[config.mk]
export PLATFORM = sky130hd
export DESIGN_NAME = cmd_word_ctrl
export DESIGN_NICKNAME = d
export VERILOG_FILES = /design/src/rtl/cmdreg_pkg.sv /design/src/rtl/cmd_shifter.sv /design/src/rtl/cmd_decoder.sv /design/src/rtl/chan_sequencer.sv /design/src/rtl/cmd_word_ctrl.sv
export SDC_FILE = /design/constraint.sdc
export NUM_CORES = 1
export LEC_CHECK = 0
export CORE_MARGIN = 5
export CORE_UTILIZATION = 31
export CTS_CLUSTER_SIZE = 20
export DETAILED_ROUTE_END_ITERATION = 8
export PLACE_DENSITY = 0.61
export REMOVE_ABC_BUFFERS = 1
export SKIP_LAST_GASP = 1
export SLEW_MARGIN = 20
export SYNTH_ARGS = -nofsm -noshare
export SYNTH_HDL_FRONTEND = slang
export SYNTH_SLANG_ARGS = --single-unit
[constraint.sdc]
create_clock -name clk -period 2.2 [get_ports clk]
set_clock_uncertainty 0.05 [all_clocks]
set_input_delay 0.44 -clock clk [delete_from_list [all_inputs] [get_ports clk]]
set_output_delay 0.44 -clock clk [all_outputs]
set_load 0.03 [all_outputs]
[src/rtl/cmdreg_pkg.sv]
package cmdreg_pkg;

  localparam int CMD_W = 12;

  // Action field
  typedef enum logic [1:0] {
    ACT_PAIR0 = 2'b00,
    ACT_FEAT  = 2'b01,
    ACT_RSVD  = 2'b10,
    ACT_PAIR1 = 2'b11
  } act_e;

  // Command field
  localparam logic [2:0] CMD_DAC_WR = 3'b001;
  localparam logic [2:0] CMD_DAC_RD = 3'b011;
  localparam logic [2:0] CMD_DEV_RST = 3'b101;

  typedef struct packed {
    logic deep;
    logic nap;
    logic anap;
    logic refoff;
    logic spec;
  } feat_t;

  typedef struct packed {
    logic       accept;
    logic [1:0] chan;
    logic       set_pair;
    logic       pair_val;
    logic       load_feat;
    feat_t      feat;
    logic       dac_wr;
    logic       dac_rd;
    logic       dev_rst;
  } dec_t;

endpackage

[src/rtl/cmd_shifter.sv]
module cmd_shifter #(
  parameter int WORD_W = cmdreg_pkg::CMD_W
) (
  input  logic              clk,
  input  logic              rst,
  input  logic              rd_en,
  input  logic              sdi,
  output logic [WORD_W-1:0] word_o,
  output logic              tgl_o
);
  localparam int CNT_W = $clog2(WORD_W);
  localparam logic [CNT_W-1:0] LAST = CNT_W'(WORD_W - 1);

  logic [WORD_W-2:0] sh_q;
  logic [CNT_W-1:0]  cnt_q;

  // Falling-edge capture; the finished word is handed over with a toggle.
  always_ff @(negedge clk) begin
    if (rst) begin
      sh_q   <= '0;
      cnt_q  <= '0;
      word_o <= '0;
      tgl_o  <= 1'b0;
    end else if (!rd_en) begin
      cnt_q <= '0;
    end else begin
      sh_q <= {sh_q[WORD_W-3:0], sdi};
      if (cnt_q == LAST) begin
        word_o <= {sh_q, sdi};
        tgl_o  <= ~tgl_o;
        cnt_q  <= '0;
      end else begin
        cnt_q <= cnt_q + 1'b1;
      end
    end
  end


  abort_clear_chk: assert property (@(negedge clk) disable iff (rst)
    !rd_en |=> (cnt_q == '0));


  cnt_range_chk: assert property (@(negedge clk) disable iff (rst)
    cnt_q <= LAST);

endmodule

[src/rtl/cmd_decoder.sv]
module cmd_decoder #(
  parameter int WORD_W = cmdreg_pkg::CMD_W
) (
  input  logic              auto_i,
  input  logic [WORD_W-1:0] word_i,
  output cmdreg_pkg::dec_t  dec_o
);
  import cmdreg_pkg::*;

  localparam int C_LO = WORD_W - 2;
  localparam int P_LO = WORD_W - 4;
  localparam int F_LO = WORD_W - 9;

  act_e       act;
  logic [2:0] cmd;
  logic       feat_word;

  always_comb begin
    act       = act_e'(word_i[P_LO+1:P_LO]);
    cmd       = word_i[2:0];
    feat_word = (act == ACT_FEAT);

    dec_o           = '0;
    dec_o.accept    = !auto_i && (act != ACT_RSVD);
    dec_o.chan      = word_i[C_LO+1:C_LO];
    dec_o.set_pair  = (act == ACT_PAIR0) || (act == ACT_PAIR1);
    dec_o.pair_val  = (act == ACT_PAIR1);
    dec_o.load_feat = feat_word;
    dec_o.feat      = feat_t'(word_i[F_LO+4:F_LO]);
    dec_o.dac_wr    = feat_word && (cmd == CMD_DAC_WR);
    dec_o.dac_rd    = feat_word && (cmd == CMD_DAC_RD);
    dec_o.dev_rst   = feat_word && (cmd == CMD_DEV_RST);
  end

endmodule

[src/rtl/chan_sequencer.sv]
module chan_sequencer (
  input  logic clk,
  input  logic rst,
  input  logic auto_i,
  input  logic conv_done,
  input  logic clr_i,
  input  logic set_pair_i,
  input  logic pair_val_i,
  output logic pair_sel
);
  logic auto_ch_q, man_q;
  logic auto_ch_n, man_n;

  always_comb begin
    auto_ch_n = auto_ch_q;
    man_n     = man_q;
    if (clr_i) begin
      auto_ch_n = 1'b0;
      man_n     = 1'b0;
    end else begin
      if (auto_i && conv_done) auto_ch_n = ~auto_ch_q;
      if (set_pair_i)          man_n     = pair_val_i;
    end
  end

  always_ff @(posedge clk) begin
    if (rst) begin
      auto_ch_q <= 1'b0;
      man_q     <= 1'b0;
      pair_sel  <= 1'b0;
    end else begin
      auto_ch_q <= auto_ch_n;
      man_q     <= man_n;
      pair_sel  <= auto_i ? auto_ch_n : man_n;
    end
  end


  auto_flip_chk: assert property (@(posedge clk) disable iff (rst)
    (auto_i && conv_done && !clr_i) |=> (auto_ch_q != $past(auto_ch_q)));


  manual_hold_chk: assert property (@(posedge clk) disable iff (rst)
    (!auto_i && !clr_i) |=> (auto_ch_q == $past(auto_ch_q)));

endmodule

[src/rtl/cmd_word_ctrl.sv]
module cmd_word_ctrl #(
  parameter int WORD_W = cmdreg_pkg::CMD_W
) (
  input  logic              clk,
  input  logic              rst,
  input  logic              rd_en,
  input  logic              sdi,
  input  logic              m0_auto,
  input  logic              m1_single,
  input  logic              conv_done,
  output logic [WORD_W-1:0] cmd_word,
  output logic [1:0]        chan_cfg,
  output logic              pair_sel,
  output logic              deep_pd,
  output logic              nap_pd,
  output logic              auto_nap,
  output logic              ref_off,
  output logic              special_rd,
  output logic              dac_wr_stb,
  output logic              dac_rd_stb,
  output logic              dev_rst_stb,
  output logic              auto_mode,
  output logic              dual_sdo
);
  import cmdreg_pkg::*;

  logic [WORD_W-1:0] rx_word;
  logic              rx_tgl, seen_tgl;
  logic              commit;
  dec_t              dec;
  logic              do_accept, do_reset;

  cmd_shifter #(.WORD_W(WORD_W)) u_shift (
    .clk    (clk),
    .rst    (rst),
    .rd_en  (rd_en),
    .sdi    (sdi),
    .word_o (rx_word),
    .tgl_o  (rx_tgl)
  );

  cmd_decoder #(.WORD_W(WORD_W)) u_dec (
    .auto_i (auto_mode),
    .word_i (rx_word),
    .dec_o  (dec)
  );

  assign commit    = (rx_tgl != seen_tgl);
  assign do_accept = commit && dec.accept;
  assign do_reset  = do_accept && dec.dev_rst;

  chan_sequencer u_seq (
    .clk        (clk),
    .rst        (rst),
    .auto_i     (auto_mode),
    .conv_done  (conv_done),
    .clr_i      (do_reset),
    .set_pair_i (do_accept && dec.set_pair),
    .pair_val_i (dec.pair_val),
    .pair_sel   (pair_sel)
  );

  always_ff @(posedge clk) begin
    if (rst) begin
      seen_tgl  <= 1'b0;
      auto_mode <= 1'b0;
      dual_sdo  <= 1'b0;
    end else begin
      seen_tgl  <= rx_tgl;
      auto_mode <= m0_auto;
      dual_sdo  <= ~m1_single;
    end
  end

  always_ff @(posedge clk) begin
    if (rst) begin
      dac_wr_stb  <= 1'b0;
      dac_rd_stb  <= 1'b0;
      dev_rst_stb <= 1'b0;
    end else begin
      dac_wr_stb  <= do_accept && dec.dac_wr;
      dac_rd_stb  <= do_accept && dec.dac_rd;
      dev_rst_stb <= do_reset;
    end
  end

  always_ff @(posedge clk) begin
    if (rst || do_reset) begin
      cmd_word   <= '0;
      chan_cfg   <= '0;
      deep_pd    <= 1'b0;
      nap_pd     <= 1'b0;
      auto_nap   <= 1'b0;
      ref_off    <= 1'b0;
      special_rd <= 1'b0;
    end else if (do_accept) begin
      cmd_word <= rx_word;
      chan_cfg <= dec.chan;
      if (dec.load_feat) begin
        deep_pd    <= dec.feat.deep;
        nap_pd     <= dec.feat.nap;
        auto_nap   <= dec.feat.anap;
        ref_off    <= dec.feat.refoff;
        special_rd <= dec.feat.spec;
      end
    end
  end


  reset_clear_chk: assert property (@(posedge clk)
    rst |=> (cmd_word == '0 && !pair_sel && !dev_rst_stb && !deep_pd));


  strobe_excl_chk: assert property (@(posedge clk) disable iff (rst)
    $onehot0({dac_wr_stb, dac_rd_stb, dev_rst_stb}));


  wr_pulse_chk: assert property (@(posedge clk) disable iff (rst)
    dac_wr_stb |=> !dac_wr_stb);


  rd_pulse_chk: assert property (@(posedge clk) disable iff (rst)
    dac_rd_stb |=> !dac_rd_stb);


  dev_reset_chk: assert property (@(posedge clk) disable iff (rst)
    dev_rst_stb |-> (cmd_word == '0 && !pair_sel && chan_cfg == '0));


  auto_freeze_chk: assert property (@(posedge clk) disable iff (rst)
    auto_mode |=> $stable(cmd_word));


  width_flag_chk: assert property (@(posedge clk) disable iff (rst)
    1'b1 |=> (dual_sdo == !$past(m1_single)));

endmodule

; Word-level counts from Yosys, hierarchy flattened
; Index checks and enable logic that the tools add are counted.
[totals]
regBits = 56
elab_cells = 55
in_bits = 7
[op_classes]
bitwise = 4
mux = 5
n_eq_ne = 8
add_sub_neg = 1
n_reduce_logical = 17
[ops]
columns = cell, n
row1 = $logic_and A1 B1 Y1, 10
row2 = $mux W1, 5
row3 = $add A4 B1 Y4 const B, 1
row4 = $eq A4 B4 Y1 const B, 1
row5 = $not A1 Y1, 4
row6 = $reduce_and A2 Y1, 2
row7 = $eq A3 B1 Y1 const B, 1
row8 = $eq A3 B2 Y1 const B, 1
row9 = $eq A3 B3 Y1 const B, 1
row10 = $reduce_or A3 Y1, 1
row11 = $eq A2 B1 Y1 const B, 1
row12 = $eq A2 B2 Y1 const B, 1
row13 = $logic_not A2 Y1, 1
row14 = $logic_or A1 B1 Y1, 2
row15 = $ne A2 B2 Y1 const B, 1
row16 = $logic_not A1 Y1, 1
row17 = $ne A1 B1 Y1, 1

; Depth between registers and ports, before layout
; Gate-level depths: netlist of the first run.
[depth]
ltp_word = 7
mapped_depth = 6
mapped_depth_nobuf = 5

; By module
; A second synthesis of the first run with hierarchy kept.
[hier_totals]
cells_unflattened = 244
hier_area_um2 = 2225.9
[modules_own_cells]
columns = mod, cells_per_inst, instances, seq_area_each_um2, area_each_um2
row1 = cmd_shifter, 109, 1, 560.5, 1002.2
row2 = cmd_word_ctrl, 105, 1, 500.5, 947.2
row3 = cmd_decoder, 17, 1, 0.0, 143.9
row4 = chan_sequencer, 13, 1, 60.1, 132.6

==> flow_summary.ini, run 1 <==
[synth]
synth-seq-cells = 54
ys.warnings.count = 0
synth_area_per_cell_sq_um = 9.00
synth_area_sq_mm = 0.00205
synth_cell_types = 29
synthCells = 228
synth_seq_area_share = 0.527

[power]
ir_drop_mv = 0.292
p_total_mw = 1.92
p_per_area_mw_per_mm2 = 637
p_leak_nw = 1.20

[setup_path]
arrival_ns = 2.81
crit_path_end_kind = flop
required_ns = 2.38
max_stage_delay_ns = 0.33
reg2reg_slack_ns = -0.43
path_cells = buf_6, ha_4, nor3b_4, a41o_2, buf_12, a311oi_2
start_kind = flop
r2r-start = u_shift.word_o[8]
crit_type = reg2reg
crit_fanout = 10
startpoint = u_shift.word_o[8]
critPathSlowestCell = dfxtp_2

[cells_and_area]
nets = 314
area_growth_syn_to_layout_pct = 46.9
finalInstanceArea_sq_mm = 0.00301
final_core_util = 0.472
fill_cells = 636
antenna_cells = 0
drive_above_1_share = 0.194
seqCellArea_sq_mm = 0.00109
multiInputGateArea_sq_um = 980

[detailed_routing]
viasPerCell = 4.74
post_drt_wl_per_cell_um = 12.3
drc_errors = 0
firstDrtPassIters = 4
drtIter0Drc = 80
antenna_left = 0
routed_wl_um = 4700
dr_total_vias = 1807

[status]
status = complete, but fails checks
violations = setup timing

[timing]
hold_viol = 0
worst_pin_slew_ns = 0.315
relSlewSlack = 0.789
drv_slew = 0
setup_slack_ns = -0.430
rsz0062_at_grt = true
finalSetupViolCount = 23
fin_tns_setup_ns = -8.87

[floorplanning]
rows = 29
start_util = 0.321
fp.dieW_um = 91.4
core_area_sq_mm = 0.00639
die_h_um = 91.4
die_area_sq_mm = 0.00835
io_pins = 32

[job]
timing.max_cap.violations = 0

[global_route]
grt.total_usage = 0.120
grt_max_degree = 30
grt_overflow_total = 0
grt_pass1_vias = 1868
grt_pass1_wl_um = 8400
antenna_found_initial = 0

[placement]
dpl_cell_area_sq_mm = 0.00257
place_congestion = 0.811
dpl.hpwl_um = 3170
port_buffers = 31
place_ws_ns = -0.601

[clock_tree]
clock-sinks = 54
htreeDepth = 2
cts_buffer_depth = 2
cts_tree = done
cts_root_buf = clkbuf_8
numCtsBuffers = 5
clkLatencyLatePin_ns = 0.36
clk_pin_slew_ns = 0.11

[worst_hold_path]
holdCritPathClass = reg2reg
hp-start = u_shift.cnt_q[0]
[Yosys cell counts, drive strengths merged]
library cell,number,area share
a21oi,30,0.073
a311oi,1,0.0043
a41o,1,0.0049
and4b,1,0.0049
buf,8,0.023
clkbuf,8,0.015
dfxtp,54,0.53
ha,4,0.024
inv,7,0.013
mux2i,11,0.054
nand2,26,0.048
nand2b,1,0.0031
nand3,18,0.044
nand3b,2,0.0073
nand4,1,0.0031
nand4b,1,0.0043
nor2,20,0.037
nor2b,3,0.0091
nor3b,1,0.0061
nor4,2,0.0061
nor4b,1,0.0073
o21ai,17,0.041
o31ai,1,0.0037
or2,1,0.0031
or3b,1,0.0043
xnor2,3,0.013
xor2,4,0.017
[flip-flops by register name (all words and copies together), names as in the netlist, 4 cells and up]
| register | cells |
|---|---|
| u_shift.sh_q | 11 |
| cmd_word | 12 |
| u_shift.word_o | 12 |
| u_shift.cnt_q | 4 |
[critical path, delay by kind of cell, from the launching register on]
family | cells | cell delay [ns]
buffers and inverters | 2 | 0.27
adders and majority gates | 1 | 0.15
and+or+nand+nor | 1 | 0.15
AOI/OAI and AO/OA | 2 | 0.45
DFF | 1 | 0.33
[repair_timing]
action,in CTS,in global routing
endpoints found under the setup margin,47,25
gates resized for setup,36,11
cloned,2,0
endpoints found under the hold margin,0,0
hold buffers,0,0
pin swaps,3,1
setup buffers,3,0
[cell type report]
cell class | count | area share
multi-input cells | 151 | 0.325
clock inverters | 30 | 0.0415
well taps | 77 | 0.0320
repair buffers | 57 | 0.203
inverters | 6 | 0.00747
flip-flops and latches | 54 | 0.360
clock buffers | 6 | 0.0311
[cells by family after synthesis]
logic type      share of synthesized area
mux                                0.0537
buf+inv                            0.0512
compound gates                      0.127
simple gates                        0.187
xor+xnor                           0.0299
flops                               0.527
fa+ha+maj                          0.0244
[path summary, 6_finish.rpt]
kind,endpoint,cells past startpoint
worst min register to register,u_shift.cnt_q[0],1
worst max-delay path,u_seq.pair_sel,6
worst max register to register,u_seq.pair_sel,6
worst min-delay path,u_shift.cnt_q[0],1
[report_power, final]
group          internal [mW]  switching (mW)
clock network          0.370           0.454
logic                 0.0515          0.0504
registers              0.988         0.00652
[metrics by stage]
stage	cells	hold slack, ns
finish	381	0.403
global route	381	0.432
CTS	381	0.409
detailed placement	341	0.389
global placement	341	0.382
floorplan	212	0.368
[cells in the final DEF (no fill, tap or decap), types with 2 or more instances in the layout]
cell type	instances
dfxtp_1	52
inv_1	33
clkdlybuf4s50_1	30
nand2_1	25
nor2_1	20
a21oi_1	19
nand3_1	18
buf_4	16
mux2i_1	11
o21ai_1	11
a21oi_2	10
o21ai_0	6
clkbuf_8	5
xor2_1	4
buf_12	4
buf_6	4
nor2b_1	3
xnor2_1	2
nand3b_1	2
nor4_1	2
ha_1	2
ha_4	2
buf_16	2
[layer usage]
layer  global-route usage  part of all wire  vias up
met4               0.0562            0.0081        0
met5                    0                 0        -
li1                     -                 -      922
met1                0.144              0.46      852
met2                0.200              0.49       31
met3               0.0339             0.041        2
No activity file was read; power rests on OpenSTA's default activity.
==> run 2: changes to the inputs <==
- CORE_UTILIZATION: 31 -> 25
- PLACE_DENSITY: 0.61 -> 0.53
==> run 2 against run 1 <==
The run still ends with setup timing left. Count of clock-buffer cells in the layout shrank 1. Final cell count grew 7.6%. Sequential power is essentially flat. Via count shrank 1.7%. Utilization shrank 11 points. Wire length shrank 1.5%. Setup slack gained 0.078 ns. Hold slack lost 0.0069 ns. Register-to-register slack gained 0.08 ns. Global-route usage shrank 2.5 points. Largest power group unchanged.
==> flow_summary.ini, run 2 (synthesized netlist as in run 1, its figures left out) <==
[setup_path]
r2r_cells = 6
required_ns = 2.39
crit_path_end_kind = flop
reg2reg_slack_ns = -0.35
r2r-start = u_shift.word_o[8]
crit_fanout = 20
crit_type = reg2reg
arrival_ns = 2.74
critPathSlowestCell = dfxtp_2
start_kind = flop
worst_r2r_endpoint = u_seq.pair_sel
max_stage_delay_ns = 0.32
path_cells = buf_6, ha_4, nor3b_4, a41o_1, buf_12, a311oi_2

[power]
pwr-share-seq = 0.546
p_per_area_mw_per_mm2 = 628
netSwitchingPower_mw = 0.503
comb_power_share = 0.046
p_leak_nw = 1.19
ir_drop_mv = 0.300
internal_power_mw = 1.32
p_total_mw = 1.82
switching_share = 0.276
pwr-share-clk = 0.408

[timing]
finalSetupViolCount = 23
drv_slew = 0
hold_viol = 0
setup_slack_ns = -0.352
rsz0062_at_grt = true
worst_pin_slew_ns = 0.346
fin_tns_setup_ns = -7.34
hold_slack_ns = 0.397
relSlewSlack = 0.769

[floorplanning]
start_util = 0.254
die_h_um = 101
fp.dieW_um = 101
rows = 33
io_pins = 32
core_area_sq_mm = 0.00809
die_area_sq_mm = 0.0101

[cells_and_area]
finalInstanceArea_sq_mm = 0.00291
drive_above_1_share = 0.157
nets = 315
reg.largest.list = cmd_word: 12 flops, u_shift.word_o: 12 flops, u_shift.sh_q: 11 flops
final_common_cell = dfxtp_1
area_growth_syn_to_layout_pct = 41.6
fin_cells = 410
fill_cells = 883
final_core_util = 0.359
seqCellArea_sq_mm = 0.00108
multiInputGateArea_sq_um = 927
final_cell_mix = 52 x dfxtp_1, 34 x inv_1, 30 x a21oi_1, 29 x clkdlybuf4s50_1, 25 x nand2_1
antenna_cells = 0

[global_route]
grt_pass1_vias = 1718
grt.total_usage = 0.0950
grt_overflow_total = 0
grt_max_degree = 21
grt_pass1_wl_um = 7830
antenna_found_initial = 0

[clock_tree]
htreeDepth = 2
clk_pin_slew_ns = 0.10
numCtsBuffers = 5
cts_root_buf = clkbuf_8
clkLatencyLatePin_ns = 0.37
clock-sinks = 54
cts_buffer_depth = 2
cts_tree = done

[placement]
place_ws_ns = -0.605
dpl_cell_area_sq_mm = 0.00262
port_buffers = 31
place_congestion = 0.764
dpl.hpwl_um = 3320
place_inst = 372

[detailed_routing]
wl_met1_um = 2200
routed_wl_um = 4630
wl_met3_um = 178
viasPerCell = 4.33
antenna_left = 0
dr_total_vias = 1777
wl_met2_um = 2170
firstDrtPassIters = 4
drc_errors = 0
post_drt_wl_per_cell_um = 11.3
drtIter0Drc = 43
top_layer = met4

[status]
violations = setup timing
status = complete, but fails checks

[worst_hold_path]
holdPathEnd = u_shift.cnt_q[0]
holdPathStages = 1
holdCritPathClass = reg2reg
hp-start = u_shift.cnt_q[0]

[job]
timing.max_cap.violations = 0
[run 2: power by group through the flow]
stage | Combinational [mW] | Clock, mW | Sequential, mW
2_1_floorplan | 0.0251 | 0.0806 | 1.02
5_1_grt | 0.0906 | 0.862 | 0.995
3_5_place_dp | 0.0825 | 0.0806 | 1.01
6_report | 0.0841 | 0.744 | 0.996
3_3_place_gp | 0.0822 | 0.0806 | 1.01
4_1_cts | 0.0840 | 0.783 | 0.995
[run 2: metal layers]
layer  up-vias  track usage
met5         -            0
met4         0       0.0446
met3         7       0.0332
met2        28        0.145
met1       816        0.120
li1        926            -
[run 2: cell type report]
class,instances,share of cell area
clock buffers,5,0.0237
inverters,6,0.00775
multi-input cells,151,0.319
repair buffers,58,0.188
well taps,105,0.0452
clock inverters,31,0.0435
flip-flops and latches,54,0.373
[run 2: worst max path at each step]
stage	startpoint	endpoint	slack (ns)	depth (start not counted)
after floorplan	u_shift.tgl_o	u_seq.auto_ch_q	-0.91	3
after global placement	rd_en	u_shift.tgl_o	-0.59	5
final	u_shift.word_o[8]	u_seq.pair_sel	-0.35	6
after CTS	u_shift.word_o[9]	u_seq.pair_sel	-0.35	6
after global routing	u_shift.word_o[8]	u_seq.man_q	-0.43	6
after detailed placement	rd_en	u_shift.tgl_o	-0.60	5
[run 2: what timing repair did]
action,CTS,global route
setup endpoints to repair,47,37
pin swaps,5,1
hold buffers,0,0
setup buffers,3,0
gates resized for setup,17,5
[run 2: critical path: cells and delay by family (launching register included)]
kind	cells	cell delay, ns
adders and majority gates	1	0.15
DFF	1	0.32
AOI/OAI and AO/OA	2	0.39
buffers and inverters	2	0.28
and+or+nand+nor	1	0.15
==> run 3: changes to the inputs <==
- SLEW_MARGIN: 20 -> not set
- TNS_END_PERCENT: not set -> 20
==> run 3 against run 2 <==
The flow still finishes with violations (setup timing). Non-clock buffer count up 3. Sequential share of layout area fell by 0.91 points. Register-to-register slack worse by 0.10 ns. Power grew 1.0%. Die area is the same. Critical path type unchanged. Highest routed layer unchanged.
==> flow_summary.ini, run 3 (synthesized netlist as in run 1, its figures left out) <==
[status]
status = complete, but fails checks
violations = setup timing

[cells_and_area]
fill_cells = 876
nets = 318
final_cell_mix = 52 x dfxtp_1, 33 x inv_1, 31 x clkdlybuf4s50_1, 26 x nand2_1, 25 x a21oi_1
drive_above_1_share = 0.179
reg.largest.list = cmd_word: 12 flops, u_shift.word_o: 12 flops, u_shift.sh_q: 11 flops
area_growth_syn_to_layout_pct = 45.2
antenna_cells = 0
final_common_cell = dfxtp_1

[floorplanning]
die_area_sq_mm = 0.0101
start_util = 0.254
io_pins = 32
fp.dieW_um = 101
die_h_um = 101
core_area_sq_mm = 0.00809
rows = 33

[setup_path]
reg2reg_slack_ns = -0.45
r2r_cells = 6
r2r-start = u_shift.word_o[8]
worst_r2r_endpoint = u_seq.auto_ch_q
arrival_ns = 2.82
startpoint = u_shift.word_o[8]
start_kind = flop
crit_fanout = 5
crit_type = reg2reg
crit_path_end_kind = flop
required_ns = 2.37
critPathCapture = u_seq.auto_ch_q

[timing]
finalSetupViolCount = 47
worst_pin_slew_ns = 0.328
hold_viol = 0
relSlewSlack = 0.781
drv_slew = 0
fin_tns_setup_ns = -13.96
rsz0062_at_grt = true
setup_slack_ns = -0.453

[global_route]
grt_pass1_vias = 1679
antenna_found_initial = 0
grt_pass1_wl_um = 7680
grt_overflow_total = 0
grt_max_degree = 21
grt.total_usage = 0.0935

[placement]
port_buffers = 31
place_congestion = 0.764
dpl.hpwl_um = 3320
place_ws_ns = -0.605

[detailed_routing]
routed_wl_um = 4900
dr_total_vias = 1801
antenna_left = 0
post_drt_wl_per_cell_um = 11.9
drtIter0Drc = 34
drc_errors = 0
viasPerCell = 4.36
firstDrtPassIters = 4

[clock_tree]
htreeDepth = 2
clk_pin_slew_ns = 0.10
holdBufCountCts = 0
cts_buffer_depth = 2
numCtsBuffers = 5
clkLatencyLatePin_ns = 0.37
cts_root_buf = clkbuf_8
cts_tree = done
clock-sinks = 54

[job]
timing.max_cap.violations = 0

[power]
p_per_area_mw_per_mm2 = 619
p_leak_nw = 1.19
ir_drop_mv = 0.301

[worst_hold_path]
holdCritPathClass = reg2reg
[run 3: changes by cell type in the layout (fill, tap and decap cells not counted), moves of 2 or more]
cell,change
buf_4,+2
a21oi_1,-5
a21oi_2,+5
clkdlybuf4s50_1,+2
clkbuf_16,+2
[run 3: layer usage]
metal | routed length [um] | GRT usage | up-vias
met5 | 0 | 0 | -
li1 | - | - | 932
met1 | 2290 | 0.119 | 832
met2 | 2320 | 0.142 | 28
met3 | 173 | 0.0318 | 9
met4 | 108 | 0.0435 | 0
[run 3: how the worst min path moves through the flow]
| stage | endpoint | cells after the start | from |
|---|---|---|---|
| after global placement | u_shift.cnt_q[0] | 1 | u_shift.cnt_q[0] |
| after CTS | u_shift.cnt_q[0] | 1 | u_shift.cnt_q[0] |
| after global routing | u_shift.cnt_q[0] | 1 | u_shift.cnt_q[0] |
| after detailed placement | u_shift.cnt_q[0] | 1 | u_shift.cnt_q[0] |
| after floorplan | u_shift.cnt_q[0] | 1 | u_shift.cnt_q[0] |
| final | u_shift.cnt_q[0] | 1 | u_shift.cnt_q[0] |
[run 3: cell type report]
| class | instances | area (sq um) | area share |
|---|---|---|---|
| Clock inverter | 31 | 126 | 0.0424 |
| Sequential cell | 54 | 1080 | 0.364 |
| Inverter | 6 | 22.5 | 0.00756 |
| Clock buffer | 5 | 68.8 | 0.0231 |
| Tap cell | 105 | 131 | 0.0441 |
| Timing Repair Buffer | 61 | 603 | 0.202 |
| Multi-Input combinational cell | 151 | 943 | 0.317 |
[run 3: timing repair]
item,in CTS,in global routing
endpoints found under the setup margin,47,50
pin swaps,2,4
gates resized for setup,4,17
cloned,0,3
setup buffers,1,2
[run 3: critical path, stage by stage (launching register included)]
cell and delay, ns:
dfxtp_2 0.33, buf_6 0.11, ha_4 0.13, nor3b_4 0.25
a41o_4 0.34, clkbuf_16 0.17, nor2_1 0.04
[run 3: power breakdown]
group | internal [mW] | total [mW] | leakage, nW | switching, mW
Clock | 0.293 | 0.748 | 0.199 | 0.455
Sequential | 0.989 | 0.996 | 0.437 | 0.00669
Combinational | 0.0498 | 0.0993 | 0.557 | 0.0495
Total | 1.33 | 1.84 | 1.19 | 0.511
[run 3: metrics by stage]
step | power, mW | util | cells | hold WS (ns) | cell area (sq um)
floorplan | 1.12 | - | 212 | 0.368 | 1970
global placement | 1.18 | 0.324 | 372 | 0.384 | 2620
detailed placement | 1.18 | 0.324 | 372 | 0.387 | 2620
CTS | 1.86 | 0.350 | 408 | 0.396 | 2840
global route | 1.96 | 0.368 | 413 | 0.415 | 2980
finish | 1.84 | 0.368 | 413 | 0.397 | 2980
